### config.mk
export PLATFORM = sky130hd
export DESIGN_NAME = reprog_watchdog
export DESIGN_NICKNAME = d
export VERILOG_FILES = /design/src/rtl/wdt_pkg.sv /design/src/rtl/wdt_span_counter.sv /design/src/rtl/wdt_pulse_gen.sv /design/src/rtl/reprog_watchdog.sv
export SDC_FILE = /design/constraint.sdc
export NUM_CORES = 1
export LEC_CHECK = 0
export BUFFER_PORTS_ARGS = -buffer_cell sky130_fd_sc_hd__buf_2
export CAP_MARGIN = 40
export CORE_ASPECT_RATIO = 2
export CORE_MARGIN = 5
export CORE_UTILIZATION = 55
export DETAILED_ROUTE_END_ITERATION = 6
export PLACE_DENSITY = 0.71
export SLEW_MARGIN = 20
export SYNTH_ARGS = -nofsm -noshare
export SYNTH_HDL_FRONTEND = slang
export SYNTH_HIERARCHICAL = 1
export SYNTH_SLANG_ARGS = --single-unit
### constraint.sdc
create_clock -name clk -period 5.8 [get_ports clk]
set_input_delay 0.58 -clock clk [delete_from_list [all_inputs] [get_ports clk]]
set_output_delay 0.58 -clock clk [all_outputs]
set_load 0.05 [all_outputs]
### src/rtl/wdt_pkg.sv
package wdt_pkg;
  typedef logic [1:0] dly_sel_t;

  // Span in ticks: half-second unit doubled per code step.
  function automatic int unsigned span_ticks(int unsigned half, dly_sel_t s);
    return half << s;
  endfunction
endpackage

### src/rtl/wdt_span_counter.sv
module wdt_span_counter #(
  parameter int unsigned HALF_TICKS = 500,
  parameter int unsigned CNT_W      = 12
) (
  input  logic                clk,
  input  logic                rst,
  input  logic                restart,
  input  logic                run,
  input  logic                tick,
  input  wdt_pkg::dly_sel_t   sel_i,
  output logic                expire_o
);
  logic [CNT_W-1:0] cnt;
  logic [CNT_W-1:0] lim;
  logic             done;

  assign lim      = CNT_W'(wdt_pkg::span_ticks(HALF_TICKS, sel_i));
  assign expire_o = run && tick && !done && (cnt == lim - 1'b1);

  always_ff @(posedge clk) begin
    if (rst) begin
      cnt  <= '0;
      done <= 1'b0;
    end else if (restart) begin
      cnt  <= '0;
      done <= 1'b0;
    end else if (run && tick && !done) begin
      if (expire_o) done <= 1'b1;
      else          cnt  <= cnt + 1'b1;
    end
  end
endmodule

### src/rtl/wdt_pulse_gen.sv
module wdt_pulse_gen #(
  parameter int unsigned PULSE_TICKS = 250,
  parameter int unsigned PW          = 8
) (
  input  logic clk,
  input  logic rst,
  input  logic start,
  input  logic tick,
  output logic pulse_o
);
  logic [PW-1:0] pc;

  always_ff @(posedge clk) begin
    if (rst) begin
      pulse_o <= 1'b0;
      pc      <= '0;
    end else if (start) begin
      pulse_o <= 1'b1;
      pc      <= '0;
    end else if (pulse_o && tick) begin
      if (pc == PW'(PULSE_TICKS - 1)) pulse_o <= 1'b0;
      else                            pc      <= pc + 1'b1;
    end
  end
endmodule

### src/rtl/reprog_watchdog.sv
module reprog_watchdog #(
  parameter int unsigned HALF_TICKS  = 500,
  parameter int unsigned PULSE_TICKS = 250
) (
  input  logic       clk,
  input  logic       rst,
  input  logic       tick,
  input  logic       wr_en,
  input  logic       wr_tmr_en,
  input  logic [1:0] wr_dly_sel,
  input  logic       wr_rst_out_en,
  input  logic       wr_dfc_en,
  output logic       timeout_flag,
  output logic       rst_pulse,
  output logic       dfc_revert,
  output logic       dfc_active
);
  localparam int unsigned CNT_W = $clog2(HALF_TICKS * 8 + 1);
  localparam int unsigned PW    = $clog2(PULSE_TICKS + 1);

  logic              en_q;
  logic              roe_q;
  wdt_pkg::dly_sel_t sel_q;
  logic              restart;
  logic              run;
  logic              expire;

  assign restart = wr_en && wr_tmr_en && !en_q;
  assign run     = en_q && !wr_en;

  wdt_span_counter #(.HALF_TICKS(HALF_TICKS), .CNT_W(CNT_W)) u_span (
    .clk(clk), .rst(rst), .restart(restart), .run(run),
    .tick(tick), .sel_i(sel_q), .expire_o(expire)
  );

  wdt_pulse_gen #(.PULSE_TICKS(PULSE_TICKS), .PW(PW)) u_pulse (
    .clk(clk), .rst(rst), .start(expire && roe_q),
    .tick(tick), .pulse_o(rst_pulse)
  );

  always_ff @(posedge clk) begin
    if (rst) begin
      en_q         <= 1'b0;
      roe_q        <= 1'b0;
      sel_q        <= '0;
      dfc_active   <= 1'b0;
      timeout_flag <= 1'b0;
      dfc_revert   <= 1'b0;
    end else begin
      dfc_revert <= 1'b0;
      if (wr_en) begin
        en_q       <= wr_tmr_en;
        roe_q      <= wr_rst_out_en;
        dfc_active <= wr_dfc_en;
        if (restart)    sel_q        <= wr_dly_sel;
        if (!wr_tmr_en) timeout_flag <= 1'b0;
      end else if (expire) begin
        timeout_flag <= 1'b1;
        if (dfc_active) begin
          dfc_revert <= 1'b1;
          dfc_active <= 1'b0;
        end
      end
    end
  end
endmodule

==> metrics <==
status=finished clean; P_leak=0.657 nW; iteration count of the initial detailed-routing pass=4; global route overflow=0; Filler cells=269; dominant synthesized flop cell=dfxtp_1; Port-buffer cells=12; fin crit period=2.86 ns; Final GP Congestion=0.928; area grow syn2layout=8.61%; vias per cell=6.13; DRC Markers=0; slew margin rel.=57.9%; clock tree root driver cell=clkbuf_8; Post-Place Cell Area=1670 um2; pre-CTS WS=2.93 ns; post-DP HPWL=2.78 mm; Final setup viols=0; max-slew violations=0; top layer in use=met4; pwr dens=220 nW/um2; CP endpoint kind=flip-flop; Hold Buf Count CTS=0; critical setup path kind=flip-flop to flip-flop; full die area=4180 um2; initial antenna violation count=0; final setup margin=2.94 ns; Async SR Flop Fraction=0%; Max clock buf depth=2; count leader, synth=dfxtp_1; met3 WL post-DR=108 um; Syn Inst Count=183; antenna fix cells=0; CP Launch Type=flip-flop; Nets=213; Design Area, Final=1750 um2; ANT nets after route=0; IO Pins=13; H-Tree Depth=2; Yosys reg bits=29; Setup Buffers After CTS=0; YS warnings=6; clk_lat worst skew=0.28 ns; RSZ-0062 raised after global routing=false; Req. time, crit path=5.96 ns; post_cts resized=0; met2 wire length=2.10 mm; Metal-1 WL=1.22 mm; Synth Cell Area=1610 um2; Max Cap Viol=0; TNS Setup=0 ns; Worst IR Drop VDD=0.178 mV; TritonCTS clock tree=done; GRT Util Overall=20.0%; CP bufs+invs=1; Slew @ Worst Pin=0.625 ns; Post-Syn Nets=200; Iter 0 DRT Violations=37; CP delay by family, top=simple AND/OR/NAND/NOR gates; count of flip-flops with a built-in enable after synthesis=0; Vias=1386; Die Ht=86.6 um; Max Freq=0.350 GHz; CP arrival=3.02 ns; Multi-input gate area=973 um2; HP Class=flip-flop to flip-flop; Largest stage delay, worst path=0.57 ns; Yosys cell types=51; CP Cell Sequence=inv_1 > ha_1 > xnor2_1 > nor4_1 > nand3_1 > nor2_1 > and2_1 > or2_1 > nor2_1 > mux2_2; largest fanout on the critical path=8; row cnt=27; share of layout cells above drive strength 1=17.8%; CP max stage cell=nor4_1; Synth top area share=36.0%; sequential standard cell area=581 um2; Post-synth top cells=29 x dfxtp_1, 16 x a21oi_1, 16 x nand2_1, 16 x nor2_1; CTS Buf Count=5; final worst path period share=49.3%; core area=2800 um2; Die Width=48.3 um; Fin. Hold Viols=0; wirelength, routed=3.55 mm; Worst Skew=0.00714 ns; first-pass GRT wire length=6.00 mm; synthesized area per cell=8.81 um2; clk sinks=29; sequential share of the synthesized area=36.0%; largest net degree at the start of global routing=16; vias in the first global route=1404; Area contributors post-synth=dfxtp_1 36%, ha_1 6.2%, a21oi_1 5.0%, xnor2_1 3.8%, nand2_1 3.7%; Yosys top cell by area=dfxtp_1; drt wl/cell=15.7 um; clock slew at reported path FFs=0.06 ns; most used cell, CP=nor2_1; initial core utilization=57.5%
## kinds of logic (layout without fill, tap and decap cells)
logic type | count (synthesis) | count (layout) | share of synthesized area [%]
buffers and inverters | 11 | 25 | 3.65
muxes | 6 | 6 | 3.80
DFF | 29 | 29 | 36.0
adders and majority gates | 8 | 8 | 6.21
AOI/OAI and AO/OA | 39 | 39 | 16.0
and+or+nand+nor | 81 | 81 | 29.0
xor gates and xnor gates | 9 | 9 | 5.35
## flip-flops by register name, indices dropped and copies added (netlist names)
signal           count
dfc_active           1
dfc_revert           1
en_q                 1
roe_q                1
sel_q                2
timeout_flag         1
u_pulse/pc           8
u_pulse/pulse_o      1
u_span/cnt          12
u_span/done          1
## cells in the final DEF (no fill, tap or decap), types with 2 or more instances in the layout
master / n
a21oi_1: 16
a31o_1: 2
a31oi_1: 3
and2_1: 2
and3b_1: 2
and4_2: 2
buf_2: 12
clkbuf_8: 5
clkinv_2: 2
dfxtp_1: 29
ha_1: 8
inv_1: 5
mux2i_1: 5
nand2_1: 16
nand2b_1: 4
nand3_1: 8
nand3b_1: 2
nand4_1: 2
nor2_1: 16
nor3_1: 2
nor4_1: 2
o21ai_0: 7
o31ai_1: 3
or2_2: 2
or3_1: 4
or4_1: 4
xnor2_1: 7
## layer usage
metal / vias up / GRT usage (%)
met5: - / 0
met4: 0 / 10.3
li1: 687 / -
met3: 13 / 5.20
met2: 27 / 36.3
met1: 659 / 18.3
## tightest hold or removal path: stages (launching register included)
cell	delay (ns)
dfxtp_1	0.32
nand2_1	0.06
a21oi_1	0.05
## path summary, 6_finish.rpt
path	from	endpoint	slack (ns)	cells past startpoint
min reg2reg	timeout_flag	timeout_flag	0.48	2
max reg2reg	sel_q[1]	u_pulse/pc[1]	2.94	10
min	timeout_flag	timeout_flag	0.48	2
max	sel_q[1]	u_pulse/pc[1]	2.94	10
## layout make-up
| type | instances | area share, % |
|---|---|---|
| Clock buffer | 6 | 4.14 |
| Clock inverter | 2 | 0.571 |
| Inverter | 5 | 1.07 |
| Multi-Input combinational cell | 143 | 55.6 |
| Sequential cell | 29 | 33.1 |
| Tap cell | 29 | 2.07 |
| Timing Repair Buffer | 12 | 3.43 |
## stage by stage
stage | cells | total power [mW] | util (%) | hold slack [ns]
after floorplan | 183 | 0.225 | - | 0.442
after global placement | 218 | 0.231 | 59.5 | 0.457
after detailed placement | 218 | 0.233 | 59.5 | 0.473
after CTS | 226 | 0.389 | 62.5 | 0.482
after global routing | 226 | 0.402 | 62.5 | 0.519
final | 226 | 0.385 | 62.5 | 0.482
## where the power goes
group / internal, mW / switching (mW) / total [mW]
clock network: 0.0829 / 0.0737 / 0.157
registers: 0.201 / 0.00193 / 0.203
logic: 0.00974 / 0.0151 / 0.0248
total: 0.294 / 0.0907 / 0.385
(Power assumes the default switching activity.)
